### config.mk
export PLATFORM = sky130hd
export DESIGN_NAME = chip_pace_top
export DESIGN_NICKNAME = d
export VERILOG_FILES = /design/src/rtl/chip_pace_pkg.sv /design/src/rtl/chip_pace_rstsync.sv /design/src/rtl/chip_pace_sync.sv /design/src/rtl/chip_pace_div.sv /design/src/rtl/chip_pace_cfg.sv /design/src/rtl/chip_pace_code.sv /design/src/rtl/chip_pace_top.sv
export SDC_FILE = /design/constraint.sdc
export NUM_CORES = 1
export LEC_CHECK = 0
export CAP_MARGIN = 20
export CORE_UTILIZATION = 45
export DETAILED_ROUTE_END_ITERATION = 16
export DONT_BUFFER_PORTS = 1
export HOLD_SLACK_MARGIN = 0.02
export PLACE_DENSITY_LB_ADDON = 0.05
export SLEW_MARGIN = 25
export SYNTH_ARGS = -nofsm -noshare
export SYNTH_HDL_FRONTEND = slang
export SYNTH_SLANG_ARGS = --single-unit
### constraint.sdc
create_clock -name clk_i -period 1.2 [get_ports clk_i]
set_input_delay 0.18 -clock clk_i [delete_from_list [all_inputs] [get_ports clk_i]]
set_output_delay 0.18 -clock clk_i [all_outputs]
set_load 0.05 [all_outputs]
### src/rtl/chip_pace_pkg.sv
package chip_pace_pkg;

  localparam int unsigned CFG_AW = 7;
  localparam int unsigned CFG_DW = 8;

  typedef enum logic {
    SRC_DIVIDED  = 1'b0,
    SRC_EXTERNAL = 1'b1
  } chip_src_e;

endpackage

### src/rtl/chip_pace_rstsync.sv
module chip_pace_rstsync (
  input  logic clk_i,
  input  logic rst_ni,
  output logic rst_sync_no
);

  logic [1:0] stage_q;
  logic [1:0] stage_d;

  always_comb begin
    stage_d = {stage_q[0], 1'b1};
  end

  always_ff @(posedge clk_i or negedge rst_ni) begin
    if (!rst_ni) begin
      stage_q <= 2'b00;
    end else begin
      stage_q <= stage_d;
    end
  end

  assign rst_sync_no = stage_q[1];

endmodule

### src/rtl/chip_pace_sync.sv
module chip_pace_sync (
  input  logic clk_i,
  input  logic rst_ni,
  input  logic async_i,
  output logic rise_o
);

  logic meta_q, stab_q, last_q;
  logic meta_d, stab_d, last_d;

  always_comb begin
    meta_d = async_i;
    stab_d = meta_q;
    last_d = stab_q;
  end

  always_ff @(posedge clk_i or negedge rst_ni) begin
    if (!rst_ni) begin
      meta_q <= 1'b0;
      stab_q <= 1'b0;
      last_q <= 1'b0;
    end else begin
      meta_q <= meta_d;
      stab_q <= stab_d;
      last_q <= last_d;
    end
  end

  assign rise_o = stab_q & ~last_q;

  // cycles since reset, so that $past never reaches into the reset window
  logic [1:0] age_q;
  always_ff @(posedge clk_i or negedge rst_ni) begin
    if (!rst_ni) begin
      age_q <= 2'd0;
    end else if (age_q != 2'd3) begin
      age_q <= age_q + 2'd1;
    end
  end

  AST_RISE_SINGLE: assert property (@(posedge clk_i) disable iff (!rst_ni)
    rise_o |=> !rise_o);

  AST_RISE_LATENCY: assert property (@(posedge clk_i) disable iff (!rst_ni)
    (age_q == 2'd3 && rise_o) |-> ($past(async_i, 2) && !$past(async_i, 3)));

endmodule

### src/rtl/chip_pace_div.sv
module chip_pace_div #(
  parameter int unsigned DIV_RATIO = 4
) (
  input  logic clk_i,
  input  logic rst_ni,
  output logic tick_o
);

  localparam int unsigned CNT_W = (DIV_RATIO > 1) ? $clog2(DIV_RATIO) : 1;
  localparam logic [CNT_W-1:0] CNT_LAST = CNT_W'(DIV_RATIO - 1);

  generate
    if (DIV_RATIO <= 1) begin : g_bypass
      assign tick_o = 1'b1;
    end else begin : g_count
      logic [CNT_W-1:0] cnt_q, cnt_d;
      logic             wrap;

      always_comb begin
        wrap  = (cnt_q == CNT_LAST);
        cnt_d = wrap ? '0 : cnt_q + 1'b1;
      end

      always_ff @(posedge clk_i or negedge rst_ni) begin
        if (!rst_ni) begin
          cnt_q <= '0;
        end else begin
          cnt_q <= cnt_d;
        end
      end

      assign tick_o = wrap;

      AST_TICK_GAP: assert property (@(posedge clk_i) disable iff (!rst_ni)
        tick_o |=> !tick_o);
    end
  endgenerate

endmodule

### src/rtl/chip_pace_cfg.sv
module chip_pace_cfg
  import chip_pace_pkg::*;
#(
  parameter logic [CFG_AW-1:0] SEL_ADDR = 7'h40,
  parameter int unsigned       SEL_BIT  = 2
) (
  input  logic              clk_i,
  input  logic              rst_ni,
  input  logic              we_i,
  input  logic [CFG_AW-1:0] addr_i,
  input  logic [CFG_DW-1:0] data_i,
  output chip_src_e         src_o
);

  chip_src_e src_q, src_d;
  logic      hit;

  always_comb begin
    hit   = we_i && (addr_i == SEL_ADDR);
    src_d = src_q;
    if (hit) begin
      src_d = chip_src_e'(data_i[SEL_BIT]);
    end
  end

  always_ff @(posedge clk_i or negedge rst_ni) begin
    if (!rst_ni) begin
      src_q <= SRC_DIVIDED;
    end else begin
      src_q <= src_d;
    end
  end

  assign src_o = src_q;

  logic unused_cfg_bits;
  assign unused_cfg_bits = ^data_i;

  AST_SRC_HOLD: assert property (@(posedge clk_i) disable iff (!rst_ni)
    !(we_i && addr_i == SEL_ADDR) |=> $stable(src_q));

  AST_SRC_LOAD: assert property (@(posedge clk_i) disable iff (!rst_ni)
    (we_i && addr_i == SEL_ADDR) |=> (src_q == chip_src_e'($past(data_i[SEL_BIT]))));

endmodule

### src/rtl/chip_pace_code.sv
module chip_pace_code #(
  parameter int unsigned      PN_W    = 4,
  parameter logic [PN_W-1:0]  PN_TAPS = 4'b1100,
  parameter logic [PN_W-1:0]  PN_SEED = 4'b0001
) (
  input  logic clk_i,
  input  logic rst_ni,
  input  logic step_i,
  input  logic data_i,
  output logic chip_o
);

  localparam int unsigned     CODE_LEN = (1 << PN_W) - 1;
  localparam int unsigned     IDX_W    = PN_W;
  localparam logic [IDX_W-1:0] IDX_LAST = IDX_W'(CODE_LEN - 1);

  logic [PN_W-1:0]  lfsr_q, lfsr_d;
  logic [IDX_W-1:0] idx_q, idx_d;
  logic             denc_q, denc_d;
  logic             at_last;

  always_comb begin
    at_last = (idx_q == IDX_LAST);
    lfsr_d  = lfsr_q;
    idx_d   = idx_q;
    denc_d  = denc_q;
    if (step_i) begin
      lfsr_d = {lfsr_q[PN_W-2:0], ^(lfsr_q & PN_TAPS)};
      if (at_last) begin
        idx_d  = '0;
        denc_d = denc_q ^ data_i;
      end else begin
        idx_d  = idx_q + 1'b1;
      end
    end
  end

  always_ff @(posedge clk_i or negedge rst_ni) begin
    if (!rst_ni) begin
      lfsr_q <= PN_SEED;
      idx_q  <= '0;
      denc_q <= 1'b0;
    end else begin
      lfsr_q <= lfsr_d;
      idx_q  <= idx_d;
      denc_q <= denc_d;
    end
  end

  assign chip_o = lfsr_q[PN_W-1] ^ denc_q;

  AST_CODE_HOLD: assert property (@(posedge clk_i) disable iff (!rst_ni)
    !step_i |=> ($stable(lfsr_q) && $stable(idx_q) && $stable(denc_q)));

  AST_LFSR_LIVE: assert property (@(posedge clk_i) disable iff (!rst_ni)
    lfsr_q != '0);

  AST_DENC_AT_WRAP: assert property (@(posedge clk_i) disable iff (!rst_ni)
    (denc_q != $past(denc_q)) |-> ($past(step_i) && $past(idx_q) == IDX_LAST));

endmodule

### src/rtl/chip_pace_top.sv
module chip_pace_top
  import chip_pace_pkg::*;
#(
  parameter int unsigned       DIV_RATIO = 4,
  parameter logic [CFG_AW-1:0] SEL_ADDR  = 7'h40,
  parameter int unsigned       SEL_BIT   = 2,
  parameter int unsigned       PN_W      = 4,
  parameter logic [PN_W-1:0]   PN_TAPS   = 4'b1100,
  parameter logic [PN_W-1:0]   PN_SEED   = 4'b0001
) (
  input  logic              clk_i,
  input  logic              rst_ni,
  input  logic              cfg_we_i,
  input  logic [CFG_AW-1:0] cfg_addr_i,
  input  logic [CFG_DW-1:0] cfg_data_i,
  input  logic              ext_chip_i,
  input  logic              tx_data_i,
  output logic              chip_stb_o,
  output logic              chip_o
);

  logic      rst_sync_n;
  logic      ext_rise;
  logic      div_tick;
  chip_src_e src;

  chip_pace_rstsync u_rst (
    .clk_i       (clk_i),
    .rst_ni      (rst_ni),
    .rst_sync_no (rst_sync_n)
  );

  chip_pace_cfg #(
    .SEL_ADDR (SEL_ADDR),
    .SEL_BIT  (SEL_BIT)
  ) u_cfg (
    .clk_i  (clk_i),
    .rst_ni (rst_sync_n),
    .we_i   (cfg_we_i),
    .addr_i (cfg_addr_i),
    .data_i (cfg_data_i),
    .src_o  (src)
  );

  chip_pace_sync u_sync (
    .clk_i   (clk_i),
    .rst_ni  (rst_sync_n),
    .async_i (ext_chip_i),
    .rise_o  (ext_rise)
  );

  chip_pace_div #(
    .DIV_RATIO (DIV_RATIO)
  ) u_div (
    .clk_i  (clk_i),
    .rst_ni (rst_sync_n),
    .tick_o (div_tick)
  );

  always_comb begin
    chip_stb_o = (src == SRC_EXTERNAL) ? ext_rise : div_tick;
  end

  chip_pace_code #(
    .PN_W    (PN_W),
    .PN_TAPS (PN_TAPS),
    .PN_SEED (PN_SEED)
  ) u_code (
    .clk_i  (clk_i),
    .rst_ni (rst_sync_n),
    .step_i (chip_stb_o),
    .data_i (tx_data_i),
    .chip_o (chip_o)
  );

  AST_CHIP_NEEDS_STB: assert property (@(posedge clk_i) disable iff (!rst_sync_n)
    (chip_o != $past(chip_o)) |-> $past(chip_stb_o));

  AST_EXT_NO_DIV: assert property (@(posedge clk_i) disable iff (!rst_sync_n)
    (src == SRC_EXTERNAL && chip_stb_o) |-> $past(ext_chip_i, 2));

endmodule

; ---- After elaboration in Yosys (flattened, before gate mapping)
; Cells that the tools add are included.
[op_classes]
addsub = 2
mul = 0
div_mod_pow = 0
n_lt_le_gt_ge = 0
n_eq_ne = 3
shift = 0
n_mux = 3
bitwise = 4
reduce_logical = 3
[op_table]
columns = operator, n
row1 = "7-bit == test, second input constant", 1
row2 = "4-bit by 1-bit adder with 4-bit output, second input constant", 1
row3 = "4-bit == test, second input constant", 1
row4 = 4-bit two-way mux, 1
row5 = 4-bit XOR reduction, 1
row6 = "2-bit by 1-bit adder with 2-bit output, second input constant", 1
row7 = "2-bit == test, second input constant", 1
row8 = 2-bit two-way mux, 1
row9 = 2-bit AND reduction, 1
row10 = 1-bit bitwise XOR, 2
row11 = 1-bit bitwise AND, 1
row12 = 1-bit logical AND, 1
row13 = 1-bit two-way mux, 1
row14 = 1-bit inverter, 1
[word_totals]
register_bits = 17
latchBits = 0
mem_bits_rw = 0
rom_bits = 0
memories = 0

; ---- Logic depth before layout (Yosys ltp)
; Gate-level depths: netlist of run 1.
[depth]
depth_word = 4
ltp_mapped = 4
depth_no_buf = 4

; ---- Hierarchy
; Synthesis of run 1 repeated with hierarchy kept, for this count alone.
[unflattened]
cells_unflattened = 52
hier_area_um2 = 674.4
[modules_own_cells]
columns = module, n_inst, cells_per_inst, area_per_inst_um2, seq_area_each_um2
row1 = chip_pace_code, 1, 35, 397.9, 226.5
row2 = chip_pace_sync, 1, 4, 88.8, 75.1
row3 = chip_pace_div, 1, 4, 66.3, 50.0
row4 = chip_pace_rstsync, 1, 3, 53.8, 50.0
row5 = chip_pace_cfg, 1, 5, 52.6, 25.0
row6 = chip_pace_top, 1, 1, 15.0, 0.0

; ---- Worst setup path after synthesis of run 1
; No wires, ideal clock.
[synth_path]
path_kind = register to register
startpoint = reg u_div.g_count.cnt_q[0]
endpoint = reg u_code.lfsr_q[1]
t_arrival_ns = 1.456
setup_slack_ns = -0.384
path_stages_with_launch = 5
n_path_buf = 0
cell_sequence = dfrtp_1 ha_1 nand2b_1 nand2_1 mux2_1
[synth_between]
elab_chain_len = 2
[synth_rtl]
columns = element, line_no
row1 = from (decl), chip_pace_div.sv:16  ; logic [CNT_W-1:0] cnt_q, cnt_d;
row2 = from (signal assigned), chip_pace_div.sv:28  ; cnt_q <= cnt_d;
row3 = 2-bit == test, chip_pace_div.sv:20  ; wrap = (cnt_q == CNT_LAST);
row4 = 1-bit two-way mux, chip_pace_top.sv:61  ; chip_stb_o = (src == SRC_EXTERNAL) ? ext_rise : div_tick;
row5 = net chip_stb_o, chip_pace_top.sv:18  ; output logic chip_stb_o,
row6 = to (signal assigned), chip_pace_code.sv:44  ; lfsr_q <= lfsr_d;
row7 = to (decl), chip_pace_code.sv:17  ; logic [PN_W-1:0] lfsr_q, lfsr_d;
; The timed path passes the listed nets, and every way through them passes these cells.
; A chain may end at the register's enable or synchronous reset.

; ---- Worst setup path in the final report of run 1
[layout_path]
startpoint = reg u_div.g_count.cnt_q[0]
endpoint = reg u_code.idx_q[3]
[layout_between]
elab_chain_len = 2
[layout_rtl]
columns = element, line_no
row1 = 2-bit == test, chip_pace_div.sv:20
row2 = 1-bit two-way mux, chip_pace_top.sv:61
row3 = to (signal assigned), chip_pace_code.sv:45  ; idx_q <= idx_d;
row4 = to (decl), chip_pace_code.sv:18  ; logic [IDX_W-1:0] idx_q, idx_d;
; Every way passes these cells.

==> results of run 1 <==
power by group through the flow:
| stage | Combinational (mW) | Sequential [mW] | Clock, mW |
|---|---|---|---|
| floorplan | 0.378 | 0.892 | 0 |
| finish | 0.674 | 0.950 | 0.303 |
| global route | 0.712 | 0.984 | 0.342 |
| CTS | 0.635 | 0.925 | 0.317 |
| global placement | 0.542 | 0.916 | 0 |
| detailed placement | 0.554 | 0.932 | 0 |
worst paths after layout:
path                                                   from                           end  slack [ns]
max reg2reg                u_div.g_count.cnt_q[0]$_DFF_PN0_   u_code.idx_q[3]$_DFFE_PN0P_       -0.17
max in group asynchronous        u_rst.stage_q[1]$_DFF_PN0_       u_sync.last_q$_DFF_PN0_        0.56
min in group asynchronous                            rst_ni    u_rst.stage_q[1]$_DFF_PN0_        0.10
min reg2reg                      u_rst.stage_q[1]$_DFF_PN0_  u_code.lfsr_q[2]$_DFFE_PN0P_        0.25
max                        u_div.g_count.cnt_q[0]$_DFF_PN0_   u_code.idx_q[3]$_DFFE_PN0P_       -0.17
min                                               tx_data_i     u_code.denc_q$_DFFE_PN0P_        0.09
metrics by stage:
| stage | std cells | hold slack [ns] | TNS, ns | total power, mW |
|---|---|---|---|---|
| CTS | 83 | 0.0724 | -0.903 | 1.88 |
| finish | 86 | 0.0887 | -1.04 | 1.93 |
| floorplan | 53 | -0.116 | -0.276 | 1.27 |
| detailed placement | 73 | -0.116 | -0.310 | 1.49 |
| global placement | 73 | -0.116 | -0.218 | 1.46 |
| global route | 86 | 0.0858 | -1.57 | 2.04 |
flip-flops by register name (all words and copies together) (netlist names):
signal	cells
u_code.lfsr_q	4
u_sync.last_d	1
u_div.g_count.cnt_q	2
u_cfg.src_o	1
u_sync.last_q	1
u_code.idx_q	4
u_sync.meta_q	1
u_code.denc_q	1
u_rst.stage_q	2
synth_stat cells:
library cell	number	area (µm²)
dfrtp_1	16	400
mux2_1	4	45.0
nor2_1	3	11.3
nor3_1	3	15.0
nand2_1	2	7.51
xnor2_1	2	17.5
a21boi_1	1	7.51
a21o_1	1	7.51
a21oi_1	1	5.00
a22o_1	1	8.76
and2b_4	1	10.0
and3b_1	1	8.76
and4b_1	1	10.0
buf_4	1	7.51
conb_1	1	3.75
dfstp_2	1	26.3
ha_1	1	12.5
mux2_2	1	11.3
mux2_4	1	15.0
nand2b_1	1	6.26
nand3b_1	1	7.51
nand4_1	1	6.26
nor2b_1	1	6.26
nor4_1	1	6.26
o211ai_1	1	7.51
o211ai_2	1	12.5
o21ai_1	1	5.00
o221ai_1	1	8.76
xor2_1	1	8.76
what timing repair did:
item | CTS | global route
endpoints found under the setup margin | 11 | 11
resized for setup | 11 | 7
setup buffers | 3 | 4
hold endpoints to repair | 4 | 0
hold buffers | 3 | 0
pin swaps | 7 | 7
logic make-up (layout without fill, tap and decap cells):
| kind of cell | Yosys count | count (layout) | share of synthesized area (%) |
|---|---|---|---|
| flip-flops | 17 | 17 | 60.5 |
| AND/OR/NAND/NOR | 16 | 16 | 13.5 |
| AO/OA/AOI/OAI | 8 | 8 | 8.87 |
| multiplexers | 6 | 6 | 10.1 |
| XOR/XNOR | 3 | 3 | 3.72 |
| adder cells (fa/ha/maj) | 1 | 1 | 1.77 |
| other | 1 | 1 | 0.531 |
| buffers and inverters | 1 | 19 | 1.06 |
metal layers:
metal	track usage, %	routed length (µm)
met1	17.4	482
met4	5.81	0
met2	30.9	729
met5	0	0
met3	5.65	79
area by class of cell:
class	instances	area (µm²)	area share, %
Clock inverter	1	5.00	0.511
Multi-Input combinational cell	35	352	35.9
Tap cell	15	18.8	1.92
Sequential cell	17	427	43.6
Clock buffer	3	22.5	2.30
Timing Repair Buffer	15	155	15.8
==> impl_metrics.env, run 1 <==
export IMPL_status="complete, but fails checks"
export IMPL_violations="negative setup slack"
export IMPL_netlist_area_um2=706
export IMPL_drt_iter0_markers=2
export IMPL_ys_types=29
export IMPL_hpwl_um=822
export IMPL_drv_cap=0
export IMPL_numCtsBuffers=3
export IMPL_grtUsageTotal_pct=16.8
export IMPL_cp_required_ns=1.39
export IMPL_overflow=0
export IMPL_synth_area_per_cell_um2=13.3
export IMPL_cts_tree="built"
export IMPL_ys_ff_latch=17
export IMPL_crit_family="flip-flops"
export IMPL_h_tree_depth=1
export IMPL_critPathMaxFanout=4
export IMPL_final_common_cell="dfrtp_1"
export IMPL_antenna_found_initial=0
export IMPL_sw_frac_of_total_pct=33.6
export IMPL_power_share_clock_pct=15.7
export IMPL_cts_max_path_buffers=2
export IMPL_core_area_um2=1380
export IMPL_slowest_delay_ns=0.42
export IMPL_nNetsFinal=93
export IMPL_crit_cells=4
export IMPL_dr_pass1_iters=2
export IMPL_synth_net_count=74
export IMPL_setup_ws_ns=-0.173
export IMPL_path_buf_inv=0
export IMPL_skew_ns=0.00247
export IMPL_fin_crit_ns=1.37
export IMPL_drive_above_1_share_pct=45.1
export IMPL_vias=489
export IMPL_gp_congestion=0.775
export IMPL_finalHoldViolCount=0
export IMPL_powerDensity_nw_per_um2=1970
export IMPL_synthToLayoutAreaGrowth_pct=38.8
export IMPL_antenna_cells=0
export IMPL_maxSlewViolCount=0
export IMPL_crit_type="reg2reg"
export IMPL_routed_wl_um=1290
export IMPL_cts_sinks=17
export IMPL_fmax_mhz=728
export IMPL_placement_io_buffers=0
export IMPL_switching_power_uw=647
export IMPL_wire_per_inst_um=15.0
export IMPL_std_cell_rows=13
export IMPL_postLayoutCoreUtil_pct=70.9
export IMPL_grt_max_degree=16
export IMPL_worst_setup_path_end_kind="flop"
export IMPL_yosys_warnings=0
export IMPL_dpl_worst_slack_ns=-0.120
export IMPL_initial_utilization_pct=51.0
export IMPL_critPathLaunchType="flop"
export IMPL_finalCritPeriodShare_pct=114
export IMPL_dieArea_um2=1730
export IMPL_clkTransAtPathRegs_ns=0.10
export IMPL_worst_pin_slew_ns=0.597
export IMPL_antenna_left=0
export IMPL_pin_count=22
export IMPL_layout_common_cells="dfrtp_1 (16), buf_4 (6), buf_6 (4)"
export IMPL_arrival_ns=1.56
export IMPL_intPower_mw=1.28
export IMPL_setup_viol=10
export IMPL_cp_cell_sequence="ha_4 -> and2b_4 -> o211ai_2 -> mux2_4"
export IMPL_fillers=98
export IMPL_grt_pass1_wl_um=2110
export IMPL_die_w_um=41.6
export IMPL_p_leak_nw=0.444
export IMPL_whs_path_depth=2
export IMPL_slowest_stage="dfrtp_1"
export IMPL_chipHeight_um=41.6
export IMPL_ir_drop_uv=1160
export IMPL_grt_pass1_vias=492
export IMPL_hold_class="in2reg"
export IMPL_combPwrFrac_pct=35.0
export IMPL_synth_seq_area_share_pct=60.5
export IMPL_cts_root_buf="clkbuf_4"
export IMPL_reg2regPathDepth=4
export IMPL_syn_instance_count=53
export IMPL_seqPwrFrac_pct=49.3
export IMPL_place_area_um2=792
export IMPL_relSlewSlack_pct=60.2
export IMPL_viasPerCell=5.69
export IMPL_clk_insertion_delay_late_ns=0.29
export IMPL_drc=0
export IMPL_rsz0062_at_grt="true"
export IMPL_fin_area_um2=980
Note: power is estimated with default switching activity, not from simulation.
==> run 2: changes to the inputs <==
- clock period: 1.2 -> 1.6 ns (I/O delays scaled with it)
==> run 2 against run 1 <==
Effect of this change:
- the run now ends clean
- power is 35% lower
- design area is 18% lower
- die area stayed put
- worst hold slack worse by 0.010 ns
- clock skew is 0.0016 ns higher
- register-to-register slack better by 0.37 ns
- count of clock-buffer cells in the layout stayed put
- critical path depth stayed put
- non-clock buffer count is 9 lower
- first-iteration DRC count grew to 2.5 times the previous value
- critical endpoint is now chip_stb_o
- largest power group unchanged
==> impl_metrics.env, run 2 (synthesis results as in run 1) <==
export IMPL_pin_count=22
export IMPL_initial_utilization_pct=51.0
export IMPL_grt_pass1_wl_um=1990
export IMPL_synthToLayoutAreaGrowth_pct=13.5
export IMPL_holdWs_ns=0.0787
export IMPL_cts_max_path_buffers=2
export IMPL_reg2regPathDepth=4
export IMPL_final_common_cell="dfrtp_1"
export IMPL_fillers=110
export IMPL_overflow=0
export IMPL_grtUsageTotal_pct=15.6
export IMPL_worst_pin_slew_ns=0.599
export IMPL_fin_setup_tns_ns=0
export IMPL_worst_setup_path_end_kind="output pin"
export IMPL_drive_above_1_share_pct=22.6
export IMPL_timing_rr_end="u_code.idx_q[3]$_DFFE_PN0P_"
export IMPL_layoutNonFillerInstCount=77
export IMPL_whs_path_depth=1
export IMPL_clk_insertion_delay_late_ns=0.29
export IMPL_place_area_um2=732
export IMPL_power_mw=1.25
export IMPL_wire_per_inst_um=14.9
export IMPL_cts_tree="built"
export IMPL_dieArea_um2=1730
export IMPL_setup_ws_ns=0.107
export IMPL_drv_cap=0
export IMPL_dr_pass1_iters=4
export IMPL_arrival_ns=1.25
export IMPL_drt_iter0_markers=5
export IMPL_cp_required_ns=1.36
export IMPL_grt_pass1_vias=456
export IMPL_nNetsFinal=84
export IMPL_fin_crit_ns=1.49
export IMPL_status="finished clean"
export IMPL_critPathLaunchType="flop"
export IMPL_dpl_worst_slack_ns=0.204
export IMPL_slowest_delay_ns=0.39
export IMPL_std_cell_rows=13
export IMPL_antenna_left=0
export IMPL_routed_wl_um=1150
export IMPL_viasPerCell=5.56
export IMPL_cp_cell_sequence="ha_1 -> nand2b_1 -> nand2_2 -> buf_6"
export IMPL_maxSlewViolCount=0
export IMPL_placement_io_buffers=0
export IMPL_grt_max_degree=16
export IMPL_whs_endpoint="u_cfg.src_o$_DFFE_PN0P_"
export IMPL_hpwl_um=824
export IMPL_reg_top3="u_code.idx_q: 4 flops, u_code.lfsr_q: 4 flops"
export IMPL_fmax_mhz=670
export IMPL_vias=428
export IMPL_die_w_um=41.6
export IMPL_slowest_stage="dfrtp_1"
export IMPL_relSlewSlack_pct=60.0
export IMPL_cts_root_buf="clkbuf_4"
export IMPL_layout_common_cells="dfrtp_1 (16), mux2_1 (4)"
export IMPL_antenna_cells=0
export IMPL_hold_class="in2reg"
export IMPL_path_buf_inv=1
export IMPL_chipHeight_um=41.6
export IMPL_rsz0062_at_grt="false"
export IMPL_h_tree_depth=1
export IMPL_place_inst=69
export IMPL_drc=0
export IMPL_critPathMaxFanout=3
export IMPL_r2r_start="u_div.g_count.cnt_q[0]$_DFF_PN0_"
export IMPL_skew_ns=0.00409
export IMPL_hp_start="cfg_data_i[2]"
export IMPL_postLayoutCoreUtil_pct=57.9
export IMPL_gp_congestion=0.793
export IMPL_antenna_found_initial=0
export IMPL_numCtsBuffers=3
export IMPL_crit_type="reg2out"
export IMPL_core_area_um2=1380
export IMPL_clkTransAtPathRegs_ns=0.09
export IMPL_ir_drop_uv=981
export IMPL_setup_viol=0
export IMPL_crit_family="flip-flops"
export IMPL_cts_sinks=17
export IMPL_p_leak_nw=0.379
export IMPL_finalHoldViolCount=0
export IMPL_powerDensity_nw_per_um2=1560
export IMPL_finalCritPeriodShare_pct=93.3
export IMPL_fin_area_um2=801
export IMPL_rrSetupSlack_ns=0.20
==> run 2: layout make-up <==
cell class / count / area [µm²] / area share (%)
clock buffer: 3 / 22.5 / 2.81
clock inverter: 1 / 5.00 / 0.625
multi-input combinational: 35 / 274 / 34.2
sequential: 17 / 427 / 53.3
tap: 15 / 18.8 / 2.34
timing repair buffer: 6 / 53.8 / 6.72
==> run 2: worst max path at each step <==
stage / startpoint / slack (ns) / to / depth (start not counted)
after floorplan: u_div.g_count.cnt_q[0]$_DFF_PN0_ / 0.02 / u_code.lfsr_q[1]$_DFFE_PN0P_ / 4
after global placement: u_div.g_count.cnt_q[0]$_DFF_PN0_ / 0.22 / u_code.idx_q[3]$_DFFE_PN0P_ / 4
after detailed placement: u_div.g_count.cnt_q[0]$_DFF_PN0_ / 0.20 / u_code.idx_q[3]$_DFFE_PN0P_ / 4
after CTS: u_div.g_count.cnt_q[0]$_DFF_PN0_ / 0.04 / chip_stb_o / 4
after global routing: u_div.g_count.cnt_q[0]$_DFF_PN0_ / 0.03 / chip_stb_o / 4
final: u_div.g_count.cnt_q[0]$_DFF_PN0_ / 0.11 / chip_stb_o / 4
==> run 2: worst register-to-register path, delay by kind of cell, from the launching register on <==
kind	cells	cell delay [ns]
adder cells (fa/ha/maj)	1	0.22
flip-flops	1	0.39
AO/OA/AOI/OAI	1	0.18
multiplexers	1	0.31
AND/OR/NAND/NOR	1	0.20
==> run 2: what timing repair did <==
action | 4_1_cts | 5_1_grt
endpoints found under the hold margin | 3 | 0
pin swaps | 0 | 1
hold buffers | 2 | 0
endpoints found under the setup margin | 1 | 1
setup buffers | 0 | 2
resized for setup | 2 | 0
==> run 2: report_power, final <==
group | switching (mW) | internal [mW] | total [mW]
combinational | 0.164 | 0.175 | 0.339
clock | 0.130 | 0.0929 | 0.223
sequential | 0.129 | 0.556 | 0.686
==> run 2: per-layer routing <==
| layer | vias to the layer above | GRT usage [%] | part of all wire [%] |
|---|---|---|---|
| li1 | 206 | - | - |
| met1 | 205 | 17.7 | 44 |
| met2 | 17 | 26.3 | 50 |
| met3 | 0 | 7.83 | 6.2 |
| met4 | 0 | 3.87 | 0 |
| met5 | - | 0 | 0 |
==> run 3: changes to the inputs <==
- CORE_AREA: default -> 2 2 39 41
- CORE_UTILIZATION: 45 -> default
- DIE_AREA: default -> 0 0 41 43
==> run 3 against run 2 <==
Effect of this change:
- critical path depth stayed put
- sequential power hardly changed
- core utilization is 0.32 points lower
- die area rose by 1.9%
- highest routed layer unchanged
- worst hold slack gained 0.0042 ns
==> impl_metrics.env, run 3 (synthesis results as in run 1) <==
export IMPL_routed_wl_um=1070
export IMPL_antenna_cells=0
export IMPL_grtUsageTotal_pct=14.8
export IMPL_relSlewSlack_pct=60.8
export IMPL_grt_pass1_vias=426
export IMPL_vias=440
export IMPL_finalHoldViolCount=0
export IMPL_cp_cell_sequence="ha_2 -> nand2b_1 -> nand2_4 -> buf_6"
export IMPL_rsz0062_at_grt="false"
export IMPL_power_share_clock_pct=18.1
export IMPL_h_tree_depth=1
export IMPL_switching_power_uw=425
export IMPL_whs_endpoint="u_cfg.src_o$_DFFE_PN0P_"
export IMPL_critPathLaunchType="flop"
export IMPL_fin_crit_ns=1.51
export IMPL_die_w_um=41
export IMPL_dpl_worst_slack_ns=0.196
export IMPL_rrSetupSlack_ns=0.22
export IMPL_core_area_um2=1380
export IMPL_combPwrFrac_pct=27.0
export IMPL_fmax_mhz=662
export IMPL_numCtsBuffers=3
export IMPL_drive_above_1_share_pct=21.7
export IMPL_chipHeight_um=43
export IMPL_r2r_start="u_div.g_count.cnt_q[0]$_DFF_PN0_"
export IMPL_p_leak_nw=0.363
export IMPL_slowest_delay_ns=0.40
export IMPL_seqPwrFrac_pct=54.9
export IMPL_setup_viol=0
export IMPL_final_common_cell="dfrtp_1"
export IMPL_overflow=0
export IMPL_ir_drop_uv=797
export IMPL_powerDensity_nw_per_um2=1570
export IMPL_reg2regPathDepth=4
export IMPL_hp_start="cfg_data_i[2]"
export IMPL_dieArea_um2=1760
export IMPL_gp_congestion=0.720
export IMPL_arrival_ns=1.27
export IMPL_antenna_found_initial=0
export IMPL_maxSlewViolCount=0
export IMPL_intPower_uw=825
export IMPL_slowest_stage="dfrtp_1"
export IMPL_nNetsFinal=82
export IMPL_cp_required_ns=1.36
export IMPL_cts_tree="built"
export IMPL_cts_max_path_buffers=2
export IMPL_initial_utilization_pct=51.0
export IMPL_hold_class="in2reg"
export IMPL_setup_ws_ns=0.0899
export IMPL_drt_iter0_markers=4
export IMPL_reg_top3="u_code.idx_q: 4 flops, u_code.lfsr_q: 4 flops"
export IMPL_drv_cap=0
export IMPL_viasPerCell=5.79
export IMPL_placement_io_buffers=0
export IMPL_worst_pin_slew_ns=0.588
export IMPL_hpwl_um=846
export IMPL_whs_path_depth=1
export IMPL_worst_setup_path_end_kind="output pin"
export IMPL_timing_rr_end="u_code.idx_q[3]$_DFFE_PN0P_"
export IMPL_pin_count=22
export IMPL_cts_sinks=17
export IMPL_status="finished clean"
export IMPL_critPathMaxFanout=6
export IMPL_dr_pass1_iters=4
export IMPL_wire_per_inst_um=14.1
export IMPL_finalCritPeriodShare_pct=94.4
export IMPL_grt_pass1_wl_um=1750
export IMPL_multi_input_area_um2=282
export IMPL_crit_type="reg2out"
export IMPL_postLayoutCoreUtil_pct=57.6
export IMPL_clkTransAtPathRegs_ns=0.09
export IMPL_antenna_left=0
export IMPL_std_cell_rows=14
export IMPL_fin_setup_tns_ns=0
export IMPL_synthToLayoutAreaGrowth_pct=12.9
export IMPL_place_inst=70
export IMPL_layout_common_cells="dfrtp_1 (16), mux2_1 (4), nor3_1 (3), nor2_1 (3), clkbuf_4 (3)"
export IMPL_grt_max_degree=16
export IMPL_layoutNonFillerInstCount=76
export IMPL_clk_insertion_delay_late_ns=0.28
export IMPL_fillers=129
export IMPL_skew_ns=0.00205
export IMPL_cts_root_buf="clkbuf_4"
export IMPL_sw_frac_of_total_pct=34.0
export IMPL_seqCellArea_um2=427
export IMPL_drc=0
==> run 3: how the worst max path moves through the flow <==
stage,startpoint,end,cells after the start
after floorplan,u_div.g_count.cnt_q[0]$_DFF_PN0_,u_code.lfsr_q[1]$_DFFE_PN0P_,4
after global placement,u_div.g_count.cnt_q[0]$_DFF_PN0_,u_code.idx_q[3]$_DFFE_PN0P_,4
after detailed placement,u_div.g_count.cnt_q[0]$_DFF_PN0_,u_code.idx_q[3]$_DFFE_PN0P_,4
after CTS,u_div.g_count.cnt_q[0]$_DFF_PN0_,chip_stb_o,4
after global routing,u_div.g_count.cnt_q[0]$_DFF_PN0_,chip_stb_o,4
final,u_div.g_count.cnt_q[0]$_DFF_PN0_,chip_stb_o,4
==> run 3: per-stage QoR <==
stage / hold slack (ns) / total power, mW / instance area (µm²)
after floorplan: -0.0556 / 0.936 / 706
after global placement: -0.0555 / 1.00 / 733
after detailed placement: -0.0556 / 1.03 / 733
after CTS: 0.0780 / 1.27 / 790
after global routing: 0.0834 / 1.32 / 797
final: 0.0829 / 1.25 / 797
==> run 3: area by class of cell <==
type,instances,share of cell area [%]
clock buffer,3,2.83
clock inverter,1,0.942
multi-input combinational,35,35.3
sequential,17,53.5
tap,16,2.51
timing repair buffer,4,4.87
==> run 3: power by group through the flow <==
stage,sequential (mW),clock (mW),combinational [mW]
finish,0.687,0.226,0.338
global route,0.706,0.254,0.361
CTS,0.687,0.237,0.342
detailed placement,0.696,0,0.337
global placement,0.677,0,0.323
floorplan,0.661,0,0.275
==> run 3: what timing repair did <==
item | 4_1_cts | 5_1_grt
endpoints found under the setup margin | 1 | 1
setup buffers | 0 | 0
gates resized for setup | 2 | 2
hold endpoints to repair | 3 | 0
hold buffers | 2 | 0
==> run 3: routing by layer <==
metal | track usage, % | vias up | part of all wire (%)
met2 | 23.4 | 12 | 54
met1 | 17.9 | 221 | 40
met5 | 0 | - | 0
li1 | - | 207 | -
met4 | 8.00 | 0 | 0
met3 | 3.14 | 0 | 5.7
==> run 3: critical path: cells and delay by family, from the launching register on <==
family	cells	cell delay [ns]
buffers and inverters	1	0.16
and+or+nand+nor	2	0.23
DFF	1	0.40
adders and majority gates	1	0.20
